[src/rtl/pcs_tx_pkg.sv]
package pcs_tx_pkg;

    localparam int SYM_W = 5;
    localparam int NIB_W = 4;

    typedef logic [SYM_W-1:0] sym_t;

    localparam sym_t SYM_IDLE = 5'b11111;
    localparam sym_t SYM_J    = 5'b11000;
    localparam sym_t SYM_K    = 5'b10001;
    localparam sym_t SYM_T    = 5'b01101;
    localparam sym_t SYM_R    = 5'b00111;
    localparam sym_t SYM_H    = 5'b00100;

    typedef enum logic [1:0] {
        FR_IDLE = 2'd0,
        FR_K    = 2'd1,
        FR_DATA = 2'd2,
        FR_R    = 2'd3
    } fr_state_e;

    // One sampled transmit beat with the mode bits that travel with it
    typedef struct packed {
        logic       en;
        logic       er;
        sym_t       d;
        logic       scr;
        logic       raw;
    } mii_beat_t;

    function automatic sym_t enc_4b5b(input logic [NIB_W-1:0] nib);
        sym_t c;
        case (nib)
            4'h0: c = 5'b11110;
            4'h1: c = 5'b01001;
            4'h2: c = 5'b10100;
            4'h3: c = 5'b10101;
            4'h4: c = 5'b01010;
            4'h5: c = 5'b01011;
            4'h6: c = 5'b01110;
            4'h7: c = 5'b01111;
            4'h8: c = 5'b10010;
            4'h9: c = 5'b10011;
            4'hA: c = 5'b10110;
            4'hB: c = 5'b10111;
            4'hC: c = 5'b11010;
            4'hD: c = 5'b11011;
            4'hE: c = 5'b11100;
            default: c = 5'b11101;
        endcase
        return c;
    endfunction

endpackage

[src/rtl/pcs_tx_capture.sv]
module pcs_tx_capture
    import pcs_tx_pkg::*;
(
    input  logic       clk,
    input  logic       rst_n,
    input  logic       tx_en,
    input  logic       tx_er,
    input  sym_t       txd,
    input  logic       scramble_en,
    input  logic       symbol_mode,
    output mii_beat_t  beat
);

    mii_beat_t cap_d, cap_q;

    always_comb begin
        cap_d     = cap_q;
        cap_d.en  = tx_en;
        cap_d.er  = tx_er;
        cap_d.d   = txd;
        cap_d.scr = scramble_en;
        cap_d.raw = symbol_mode;
    end

    always_ff @(posedge clk or negedge rst_n) begin
        if (!rst_n) cap_q <= '0;
        else        cap_q <= cap_d;
    end

    assign beat = cap_q;

endmodule

[src/rtl/pcs_tx_framer.sv]
module pcs_tx_framer
    import pcs_tx_pkg::*;
(
    input  logic       clk,
    input  logic       rst_n,
    input  mii_beat_t  beat,
    output sym_t       code
);

    typedef struct packed {
        fr_state_e st;
    } fr_t;

    fr_t  fr_d, fr_q;
    sym_t code_d;

    always_comb begin
        fr_d   = fr_q;
        code_d = SYM_IDLE;
        unique case (fr_q.st)
            FR_IDLE: begin
                if (beat.en) begin
                    code_d  = SYM_J;
                    fr_d.st = FR_K;
                end
            end
            FR_K: begin
                if (beat.en) begin
                    code_d  = SYM_K;
                    fr_d.st = FR_DATA;
                end else begin
                    code_d  = SYM_T;
                    fr_d.st = FR_R;
                end
            end
            FR_DATA: begin
                if (!beat.en) begin
                    code_d  = SYM_T;
                    fr_d.st = FR_R;
                end else if (beat.er) begin
                    code_d  = SYM_H;
                end else begin
                    code_d  = enc_4b5b(beat.d[NIB_W-1:0]);
                end
            end
            default: begin
                code_d  = SYM_R;
                fr_d.st = FR_IDLE;
            end
        endcase
    end

    always_ff @(posedge clk or negedge rst_n) begin
        if (!rst_n) fr_q.st <= FR_IDLE;
        else        fr_q    <= fr_d;
    end

    assign code = code_d;

endmodule

[src/rtl/pcs_tx_scrambler.sv]
module pcs_tx_scrambler #(
    parameter int W     = 11,
    parameter int TAP   = 9,
    parameter int SEED  = 11'h7FF,
    parameter int STEPS = 5
) (
    input  logic             clk,
    input  logic             rst_n,
    output logic [STEPS-1:0] key,
    output logic [W-1:0]     state
);

    localparam logic [W-1:0] SEED_W    = W'(SEED);
    localparam logic [W-1:0] SEED_SAFE = (SEED_W == '0) ? W'(1) : SEED_W;

    typedef struct packed {
        logic [W-1:0] lfsr;
    } scr_t;

    scr_t             scr_d, scr_q;
    logic [STEPS-1:0] key_d;

    always_comb begin
        logic [W-1:0] s;
        logic         fb;
        s     = scr_q.lfsr;
        key_d = '0;
        for (int k = 0; k < STEPS; k++) begin
            fb                  = s[W-1] ^ s[TAP-1];
            key_d[STEPS-1-k]    = fb;
            s                   = {s[W-2:0], fb};
        end
        scr_d.lfsr = s;
    end

    always_ff @(posedge clk or negedge rst_n) begin
        if (!rst_n) scr_q.lfsr <= SEED_SAFE;
        else        scr_q      <= scr_d;
    end

    assign key   = key_d;
    assign state = scr_q.lfsr;

endmodule

[src/rtl/pcs_tx_encoder.sv]
module pcs_tx_encoder
    import pcs_tx_pkg::*;
#(
    parameter int LFSR_W    = 11,
    parameter int LFSR_TAP  = 9,
    parameter int LFSR_SEED = 11'h7FF
) (
    input  logic       clk,
    input  logic       rst_n,
    input  logic       tx_en,
    input  logic       tx_er,
    input  logic [4:0] txd,
    input  logic       scramble_en,
    input  logic       symbol_mode,
    output logic [4:0] sym_out
);

    typedef struct packed {
        sym_t sym;
    } out_t;

    mii_beat_t         beat;
    sym_t              code;
    logic [SYM_W-1:0]  key;
    logic [LFSR_W-1:0] lfsr_state;
    out_t              out_d, out_q;

    pcs_tx_capture u_capture (
        .clk         (clk),
        .rst_n       (rst_n),
        .tx_en       (tx_en),
        .tx_er       (tx_er),
        .txd         (txd),
        .scramble_en (scramble_en),
        .symbol_mode (symbol_mode),
        .beat        (beat)
    );

    pcs_tx_framer u_framer (
        .clk   (clk),
        .rst_n (rst_n),
        .beat  (beat),
        .code  (code)
    );

    pcs_tx_scrambler #(
        .W     (LFSR_W),
        .TAP   (LFSR_TAP),
        .SEED  (LFSR_SEED),
        .STEPS (SYM_W)
    ) u_scrambler (
        .clk   (clk),
        .rst_n (rst_n),
        .key   (key),
        .state (lfsr_state)
    );

    always_comb begin
        out_d = out_q;
        if (beat.raw)      out_d.sym = beat.d;
        else if (beat.scr) out_d.sym = code ^ key;
        else               out_d.sym = code;
    end

    always_ff @(posedge clk or negedge rst_n) begin
        if (!rst_n) out_q.sym <= SYM_IDLE;
        else        out_q     <= out_d;
    end

    assign sym_out = out_q.sym;

endmodule

[config.mk]
export PLATFORM = sky130hd
export DESIGN_NAME = pcs_tx_encoder
export DESIGN_NICKNAME = d
export VERILOG_FILES = /design/src/rtl/pcs_tx_pkg.sv /design/src/rtl/pcs_tx_capture.sv /design/src/rtl/pcs_tx_framer.sv /design/src/rtl/pcs_tx_scrambler.sv /design/src/rtl/pcs_tx_encoder.sv
export SDC_FILE = /design/constraint.sdc
export NUM_CORES = 1
export LEC_CHECK = 0
export BUFFER_PORTS_ARGS = -buffer_cell sky130_fd_sc_hd__buf_4
export CORE_UTILIZATION = 55
export CTS_CLUSTER_SIZE = 16
export DETAILED_ROUTE_END_ITERATION = 7
export GPL_TIMING_DRIVEN = 1
export PLACE_DENSITY = 0.75
export SLEW_MARGIN = 15
export SYNTH_ARGS = -nofsm -noshare
export SYNTH_HDL_FRONTEND = slang
export SYNTH_HIERARCHICAL = 1
export SYNTH_SLANG_ARGS = --single-unit
[constraint.sdc]
create_clock -name clk -period 2.45 [get_ports clk]
set_input_delay 0.3675 -clock clk [delete_from_list [all_inputs] [get_ports clk]]
set_output_delay 0.3675 -clock clk [all_outputs]
set_load 0.005 [all_outputs]
## Word-level counts from Yosys, hierarchy flattened

Memory sizes are Yosys's and may differ from the RTL's.
Index checks and enable logic that the tools add are counted.

- Bits in read-only memories: 80
- Output and inout bits: 5
- Memories kept: 1
- Register bits: 27

Memory list:

| memory | words | bits a word | read ports | clocked after memory_dff | write ports | line | source |
|---|---|---|---|---|---|---|---|
| (no name shown) | 16 | 5 | 1 | 0 | 0 | pcs_tx_pkg.sv:33 | `case (nib)` |

- Muxes and demuxes: 11
- Equality and inequality tests: 4
- Bitwise operators: 6
- Reductions and logical operators: 2

Operators by type and width:

| kind | number |
|---|---|
| $mux 5 | 5 |
| $pmux 5 s3 | 1 |
| $pmux 2 s3 | 1 |
| $xor 1x1->1 | 5 |
| $xor 5x5->5 | 1 |
| $mux 2 | 2 |
| $ne 2x2->1 const B | 2 |
| $mux 3 | 1 |
| $eq 2x1->1 const B | 1 |
| $eq 2x2->1 const B | 1 |
| $logic_not 2->1 | 1 |
| $reduce_and 2->1 | 1 |
| $mux 1 | 1 |

## Longest topological paths before layout

Gate-level depths: netlist of run 1.
An unclocked memory read counts as a cell.

- Depth after elaboration: 7
- Mapped depth: 7
- Depth with buffers taken out: 7

## Modules after synthesis

The synthesis of run 1 kept the hierarchy.

By module, submodules not included:

| module | cells an instance | times used | area each (um^2) |
|---|---|---|---|
| pcs_tx_scrambler | 16 | 1 | 332.8 |
| pcs_tx_encoder | 27 | 1 | 321.6 |
| pcs_tx_framer | 41 | 1 | 306.5 |
| pcs_tx_capture | 9 | 1 | 225.2 |

## Worst setup path before layout of run 1

No wires, ideal clock.

- Path kind: register to register
- From: register u_framer/fr_q[0] (netlist name)
- To: register out_q, in the netlist sym_out[4]
- Setup time: 0.083 ns
- Setup slack: 0.572 ns
- Required time: 2.367 ns
- Arrival time: 1.794 ns
- Cell stages (with the launch flop): 8
- Cell sequence: dfrtp_1 inv_1 ha_1 inv_1 a2111o_1 a221oi_2 and4bb_1 a221o_1

RTL lines:

| what | line | source |
|---|---|---|
| start, declared | pcs_tx_framer.sv:14 | `fr_t fr_d, fr_q;` |
| start signal, assigned | pcs_tx_framer.sv:55 | `else fr_q <= fr_d;` |
| end signal, assigned | pcs_tx_encoder.sv:67 | `else out_q <= out_d;` |
| end, declared | pcs_tx_encoder.sv:26 | `out_t out_d, out_q;` |

==> results of run 1 <==
path summary, 6_finish.rpt:
kind                                 startpoint              endpoint  cells past startpoint  slack, ps
hold reg to reg            u_scrambler/state[1]  u_scrambler/state[6]                      0        370
min in group asynchronous                 rst_n     u_capture/beat[6]                      2        460
setup / recovery               u_framer/fr_q[0]            sym_out[4]                      7        360
max in group asynchronous                 rst_n  u_scrambler/state[0]                      2       1710
setup reg to reg               u_framer/fr_q[0]            sym_out[4]                      7        360
hold / removal                           txd[1]     u_capture/beat[3]                      1        130
stage by stage:
step | setup WS [ps] | hold slack (ps) | area [sq um] | total power [mW]
after floorplan | 572 | 71.9 | 1190 | 0.838
after global placement | 520 | 285 | 1320 | 0.946
after detailed placement | 426 | 289 | 1320 | 0.962
after CTS | 387 | 121 | 1360 | 1.16
after global routing | 268 | 107 | 1360 | 1.23
final | 361 | 133 | 1360 | 1.16
flip-flops by register name (all words and copies together) (netlist names):
register           count
u_scrambler/state     11
u_capture/beat         9
sym_out                5
u_framer/fr_q          2
power groups by stage:
stage | Combinational [mW] | Sequential (mW) | Clock [mW]
after floorplan | 0.282 | 0.556 | 0
after global placement | 0.388 | 0.558 | 0
after detailed placement | 0.400 | 0.562 | 0
after CTS | 0.403 | 0.554 | 0.207
after global routing | 0.449 | 0.561 | 0.221
final | 0.408 | 0.555 | 0.198
routing by layer:
layer | global-route usage (%) | wire length (um) | part of all wire [%]
met2 | 31.0 | 936 | 48
met3 | 5.35 | 122 | 6.2
met4 | 14.2 | 70 | 3.6
met1 | 21.5 | 841 | 43
met5 | 0 | 0 | 0
cell usage in the layout, fill, tap and decap left out:
| master | Yosys | routed |
|---|---|---|
| and4bb_1 | 5 | 5 |
| and2b_2 | 5 | 5 |
| o21bai_1 | 1 | 1 |
| nor3b_1 | 1 | 1 |
| inv_2 | 1 | 1 |
| nor4_1 | 1 | 1 |
| inv_1 | 5 | 5 |
| dlygate4sd3_1 | 0 | 1 |
| o21ai_0 | 2 | 2 |
| nor2_1 | 4 | 4 |
| dfrtp_1 | 11 | 11 |
| nand2_1 | 6 | 6 |
| o221ai_1 | 1 | 1 |
| a211oi_1 | 2 | 2 |
| ha_1 | 4 | 4 |
| a221oi_2 | 1 | 1 |
| xor2_1 | 5 | 5 |
| a2111o_1 | 1 | 1 |
| o21ai_1 | 1 | 1 |
| clkbuf_4 | 0 | 3 |
| o31ai_1 | 2 | 2 |
| dfstp_2 | 16 | 16 |
| nor2b_1 | 2 | 2 |
| nor3_1 | 3 | 3 |
| inv_6 | 0 | 1 |
| a21oi_1 | 4 | 4 |
| nand3_1 | 1 | 1 |
| buf_4 | 0 | 15 |
| a221o_1 | 5 | 5 |
| mux2_2 | 1 | 1 |
logic make-up after synthesis:
kind of cell | after synthesis
XOR/XNOR | 5
adder cells (fa/ha/maj) | 4
flip-flops | 27
AO/OA/AOI/OAI | 20
buffers and inverters | 8
AND/OR/NAND/NOR | 28
multiplexers | 1
area by class of cell:
type	instances	area [sq um]	share of cell area, %
clock buffers	3	22.5	1.66
clock inverters	1	8.76	0.645
inverters	6	22.5	1.66
multi-input cells	58	453	33.3
flip-flops and latches	27	696	51.2
well taps	27	33.8	2.49
repair buffers	16	123	9.02
critical path: cells and delay by family (launching register included):
| family | cells | cell delay (ps) |
|---|---|---|
| flops | 1 | 450 |
| simple gates | 1 | 240 |
| fa+ha+maj | 1 | 270 |
| compound gates | 3 | 860 |
| buf+inv | 2 | 220 |
what timing repair did:
| action | in CTS | in global routing |
|---|---|---|
| hold buffers | 1 | 0 |
| gates resized for setup | 0 | 0 |
| endpoints found under the setup margin | 0 | 0 |
| hold endpoints to repair | 11 | 0 |
==> metrics.yaml, run 1 <==
path_cells: "inv_1, ha_1, inv_1, a2111o_1, a221oi_2, and4bb_1, a221o_1"
yosysTopAreaCellShare_pct: 35.4
ir_worst_vdd_mv: 0.552
dp.cells: 133
io_buffer_count: 15
postCtsSetupRepairBufs: 0
n_fill_cell: 161
worst_ep_arrival_time_ps: 2360
maxCapViolations: 0
drc: 0
power.share.sequential_pct: 47.8
post_drt_wl_per_cell_um: 14.3
switching_share_pct: 31.6
p_leak_nw: 0.620
async_reset_ff_share_pct: 100
fmax_ghz: 0.479
yosysUniqueCellTypes: 28
ys_seq_area_share_pct: 58.6
dieHeight_um: 48.4
grt_pass1_wl_mm: 3.20
synth_top_family_by_area: "simple AND/OR/NAND/NOR gates"
wl_mm: 1.97
viasPerCell: 5.82
grt_pass1_vias: 771
syn_area_sq_um: 1190
rsz0062_at_grt: "false"
p_sw_mw: 0.367
finalClockSkew_ps: 0.741
synth-compound-area-share_pct: 13.3
row_count: 16
drive_above_1_share_pct: 38.7
htreeDepth: 1
tightest_slew_ps: 380
outcome: "completed"
synthToLayoutAreaGrowth_pct: 14.6
period_needed_ps: 2090
power_frac_comb_pct: 35.1
antenna_found_initial: 0
period_share_pct: 85.2
vias: 803
relSlewSlack_pct: 74.7
p_int_mw: 0.794
power_density_nw_per_um2: 854
grt_overflow_total: 0
crit_slowest_cell: "dfrtp_1"
ios: 16
numCtsBuffers: 3
syn-num-nets: 108
drt_iter0_drc: 24
end_kind: "flop"
first_pass_iters: 4
synth_edf_count: 0
clk_pin_slew_ps: 140
cp_common_cell: "inv_1"
die-area_sq_um: 2350
synth_most_common_cell: "dfstp_2"
cts_tree: "done"
synth_simple_gate_area_share_pct: 16.0
crit_path_max_incr_delay_ps: 450
tns_ps: 0
synth-seq-cells: 27
critical_path.max_fanout: 6
nets: 127
cts_buffer_depth: 2
die_x_um: 48.4
cts_root_buf: "clkbuf_4"
ys_warn_count: 6
antenna_left: 0
dp_hpwl_mm: 1.47
synth_xor_area_share_pct: 3.69
antenna_cells: 0
cp-start-kind: "flop"
clkPwrFrac_pct: 17.1
yosysTopAreaCell: "dfstp_2"
maxSlewViolCount: 0
crit_required_ps: 2720
synth_ff_type: "dfstp_2"
hp-class: "input pin to flop"
clock_sinks: 27
hold_viol_final: 0
clk_latency_ps: 330
initial_core_util_pct: 59.3
setup_viol: 0
core_sq_um: 2000
track_usage_pct: 19.1
yosys-top-cells-count: "dfstp_2 (16), dfrtp_1 (11), nand2_1 (6)"
synth.top_cells.by_area: "dfstp_2 (35%), dfrtp_1 (23%), and4bb_1 (5.3%)"
final_core_util_pct: 67.9
routabilityCongestion: 0.844
fin_cells: 138
grt_max_degree: 28
synth_adder_area_share_pct: 4.22
syn_inst: 93
synth.avg_cell_area_sq_um: 12.8
worstSetupPathType: "flop to flop"
synthMuxAreaShare_pct: 0.949
Note: power is estimated with default switching activity, not from simulation.
==> inputs of run 2 (changes only) <==
CORE_UTILIZATION = 49   (was 55)
PLACE_DENSITY = 0.68   (was 0.75)
==> metrics.yaml, run 2 (synthesis gave the netlist of run 1 again) <==
cts_resized: 0
cp-start-kind: "flop"
min_to: "u_capture/beat[5]"
antenna_cells: 0
outcome: "completed"
vias: 753
grt_max_degree: 28
clk_latency_ps: 320
critical_path.max_fanout: 6
dieHeight_um: 51.2
crit_path_max_incr_delay_ps: 440
design_area_sq_um: 1360
worstSetupPathType: "flop to flop"
final_cell_mix: "dfstp_2 (16), buf_4 (15), dfrtp_1 (11)"
dp_slack_ps: 452
cts_root_buf: "clkbuf_4"
seq_area_sq_um: 696
rsz0062_at_grt: "false"
core_sq_um: 2250
hp-class: "input pin to flop"
setup_viol: 0
min_path_cells: 1
track_usage_pct: 16.1
place_area_sq_um: 1320
tns_ps: 0
io_buffer_count: 15
period_share_pct: 82.8
period_needed_ps: 2030
final_common_cell: "dfstp_2"
timing.hold.ws_ps: 140
grt_pass1_vias: 679
power_density_nw_per_um2: 839
dp_hpwl_mm: 1.35
n_fill_cell: 197
maxSlewViolCount: 0
initial_core_util_pct: 52.6
crit_slowest_cell: "dfrtp_1"
antenna_found_initial: 0
r2r-start: "u_framer/fr_q[0]"
p_leak_nw: 0.616
hold_start: "txd[3]"
reg2reg_slack_ps: 420
path_cells: "inv_1, ha_1, inv_1, a2111o_1, a221oi_2, and4bb_1, a221o_1"
drive_above_1_share_pct: 38.7
layout_setup_ws_ps: 422
cts_buffer_depth: 2
worst_ep_arrival_time_ps: 2290
die-area_sq_um: 2620
crit_required_ps: 2720
multiInputGateArea_sq_um: 453
numCtsBuffers: 3
hold_viol_final: 0
relSlewSlack_pct: 76.2
cts_tree: "done"
clk_pin_slew_ps: 140
post_drt_wl_per_cell_um: 13.0
drc: 0
ios: 16
end_kind: "flop"
synthToLayoutAreaGrowth_pct: 14.6
grt_overflow_total: 0
wl_mm: 1.81
drt_iter0_drc: 21
r2r_cells: 7
viasPerCell: 5.42
htreeDepth: 1
power_mw: 1.14
nets: 127
finalClockSkew_ps: 5.67
routabilityCongestion: 0.762
rr_endpoint: "sym_out[4]"
tightest_slew_ps: 357
antenna_left: 0
largest_reg_flops: 11
row_count: 17
grt_pass1_wl_mm: 3.01
postCtsSetupRepairBufs: 0
ir_worst_vdd_mv: 0.524
fmax_ghz: 0.493
die_x_um: 51.2
first_pass_iters: 4
cp_common_cell: "inv_1"
clock_sinks: 27
maxCapViolations: 0
[run 2: changes by cell type in the layout (fill, tap and decap cells not counted)]
cell and change:
inv_6 -1, clkinvlp_4 +1
[run 2: worst max-delay path by stage]
stage | startpoint | endpoint | slack [ps] | depth (start not counted)
2_1_floorplan | u_framer/fr_q[0] | sym_out[4] | 570 | 7
3_3_place_gp | u_framer/fr_q[0] | sym_out[4] | 520 | 7
3_5_place_dp | u_framer/fr_q[0] | sym_out[4] | 450 | 7
4_1_cts | u_framer/fr_q[0] | sym_out[4] | 430 | 7
5_1_grt | u_framer/fr_q[0] | sym_out[4] | 310 | 7
6_report | u_framer/fr_q[0] | sym_out[4] | 420 | 7
[run 2: through the flow]
stage	instances	util [%]
finish	139	60.3
global route	139	60.3
CTS	139	60.3
detailed placement	134	58.5
global placement	134	58.5
floorplan	93	-
[run 2: cell type report]
cell class / instances / share of cell area [%]
inverters: 6 / 1.66
clock inverters: 1 / 0.552
multi-input cells: 58 / 33.3
repair buffers: 16 / 9.02
clock buffers: 3 / 1.66
well taps: 28 / 2.58
flip-flops and latches: 27 / 51.2
[run 2: critical path: cells and delay by family, from the launching register on]
family | cells | cell delay, ps
AO/OA/AOI/OAI | 3 | 840
AND/OR/NAND/NOR | 1 | 240
buffers and inverters | 2 | 190
flip-flops | 1 | 440
adder cells (fa/ha/maj) | 1 | 250
[run 2: layer usage]
layer	vias to the layer above	global-route usage, %	wire [um]
met2	22	25.4	824
li1	369	-	-
met5	-	0	0
met1	358	21.3	885
met4	0	6.94	28
met3	4	3.57	70
[run 2: power by group]
part           internal, mW  leakage (nW)  switching (mW)
clock                0.0623        0.0139           0.125
sequential            0.517         0.295          0.0358
combinational         0.210         0.307           0.190
total                 0.789         0.616           0.351
[run 2: repair_timing]
item                                    CTS  global route
endpoints found under the hold margin    11             0
hold buffers                              1             0
endpoints found under the setup margin    0             0
==> inputs of run 3 (changes only) <==
clock period = 1.9 ns   (was 2.45 ns; I/O delays follow)
==> metrics.yaml, run 3 (synthesis gave the netlist of run 1 again) <==
power_mw: 1.57
reg2reg_slack_ps: 70
p_leak_nw: 0.633
end_kind: "flop"
initial_core_util_pct: 52.6
largest_reg_flops: 11
n_fill_cell: 201
crit_slowest_cell: "dfrtp_1"
ios: 16
first_pass_iters: 5
fmax_ghz: 0.546
finalClockSkew_ps: 10.3
dp_hpwl_mm: 1.45
clk_pin_slew_ps: 140
drc: 0
grt_pass1_wl_mm: 3.35
r2r-start: "u_capture/beat[5]"
track_usage_pct: 17.9
viasPerCell: 5.58
cts_root_buf: "clkbuf_4"
grt_max_degree: 28
routabilityCongestion: 0.760
place_area_sq_um: 1330
crit_required_ps: 2150
tightest_slew_ps: 355
outcome: "completed"
grt_overflow_total: 0
numCtsBuffers: 3
drive_above_1_share_pct: 46.5
rr_endpoint: "sym_out[4]"
period_share_pct: 96.3
post_drt_wl_per_cell_um: 14.5
vias: 793
antenna_cells: 0
clk_latency_ps: 320
design_area_sq_um: 1410
relSlewSlack_pct: 76.3
die_x_um: 51.2
cts_tree: "done"
antenna_found_initial: 0
clock_sinks: 27
cp-start-kind: "flop"
final_common_cell: "buf_4"
row_count: 17
period_needed_ps: 1830
multiInputGateArea_sq_um: 482
core_sq_um: 2250
synthToLayoutAreaGrowth_pct: 18.9
htreeDepth: 1
wl_met2_um: 979
r2r_cells: 5
wl_mm: 2.07
grt_pass1_vias: 756
rsz0062_at_grt: "true"
dieHeight_um: 51.2
path_cells: "nor2_1, a2111o_1, a221oi_2, and4bb_1, a221o_1"
io_buffer_count: 15
crit_path_max_incr_delay_ps: 510
critPathCapture: "sym_out[4]"
wl_met1_um: 924
hold_viol_final: 0
nets: 130
startpoint: "u_capture/beat[5]"
seq_area_sq_um: 696
critical_path.max_fanout: 7
hp-class: "input pin to flop"
setup_viol: 0
routed.top_layer: "met4"
maxSlewViolCount: 0
cts_buffer_depth: 2
worstSetupPathType: "flop to flop"
final_cell_mix: "buf_4 (18), dfstp_2 (16), dfrtp_1 (11)"
power_density_nw_per_um2: 1120
worst_ep_arrival_time_ps: 2080
drt_iter0_drc: 23
wl_met3_um: 138
die-area_sq_um: 2620
ir_worst_vdd_mv: 0.770
maxCapViolations: 0
antenna_left: 0
## run 3: cell types whose count changed in the layout (fill, tap and decap cells not counted), sizes merged
cell and delta:
buf +3
## run 3: critical path: cells and delay by family (launching register included)
kind	cells	cell delay [ps]
DFF	1	510
AOI/OAI and AO/OA	3	960
and+or+nand+nor	2	300
## run 3: how the worst min path moves through the flow
| stage | end | depth (start not counted) | slack, ps | startpoint |
|---|---|---|---|---|
| finish | u_capture/beat[3] | 1 | 50 | txd[1] |
| global placement | u_capture/beat[6] | 1 | 200 | rst_n |
| detailed placement | u_capture/beat[6] | 1 | 200 | rst_n |
| CTS | u_capture/beat[0] | 1 | 50 | symbol_mode |
| floorplan | u_capture/beat[0] | 0 | -10 | rst_n |
| global route | u_capture/beat[2] | 1 | 20 | txd[0] |
## run 3: timing repair
action                                  CTS  global route
endpoints found under the setup margin    0             3
gates resized for setup                   0             9
hold buffers                              1             0
hold endpoints to repair                 11             0
setup buffers                             0             1
## run 3: layout make-up
class	instances	area share (%)
timing repair buffer	19	10.3
inverter	6	1.60
sequential	27	49.3
clock inverter	1	0.532
tap	28	2.48
clock buffer	3	1.60
multi-input combinational	58	34.2
## run 3: per-layer routing
metal | vias up | GRT usage (%)
met5 | - | 0
met4 | 0 | 3.70
met3 | 6 | 6.25
met2 | 36 | 28.3
met1 | 378 | 23.9
li1 | 373 | -
## run 3: power breakdown
group | internal (mW) | switching [mW]
combinational | 0.330 | 0.292
sequential | 0.666 | 0.0479
clock | 0.0805 | 0.159
total | 1.08 | 0.498
## run 3: metrics by stage
stage | setup TNS [ps] | hold WS (ps) | util [%] | setup WS (ps) | instances
2_1_floorplan | 0 | -10.6 | - | 22.3 | 93
3_3_place_gp | 0 | 197 | 59.2 | 104 | 136
3_5_place_dp | 0 | 203 | 59.2 | 50.4 | 136
4_1_cts | 0 | 45.2 | 60.9 | 4.19 | 141
5_1_grt | -17.9 | 17.7 | 62.5 | -12.4 | 142
6_report | 0 | 53.1 | 62.5 | 70.0 | 142
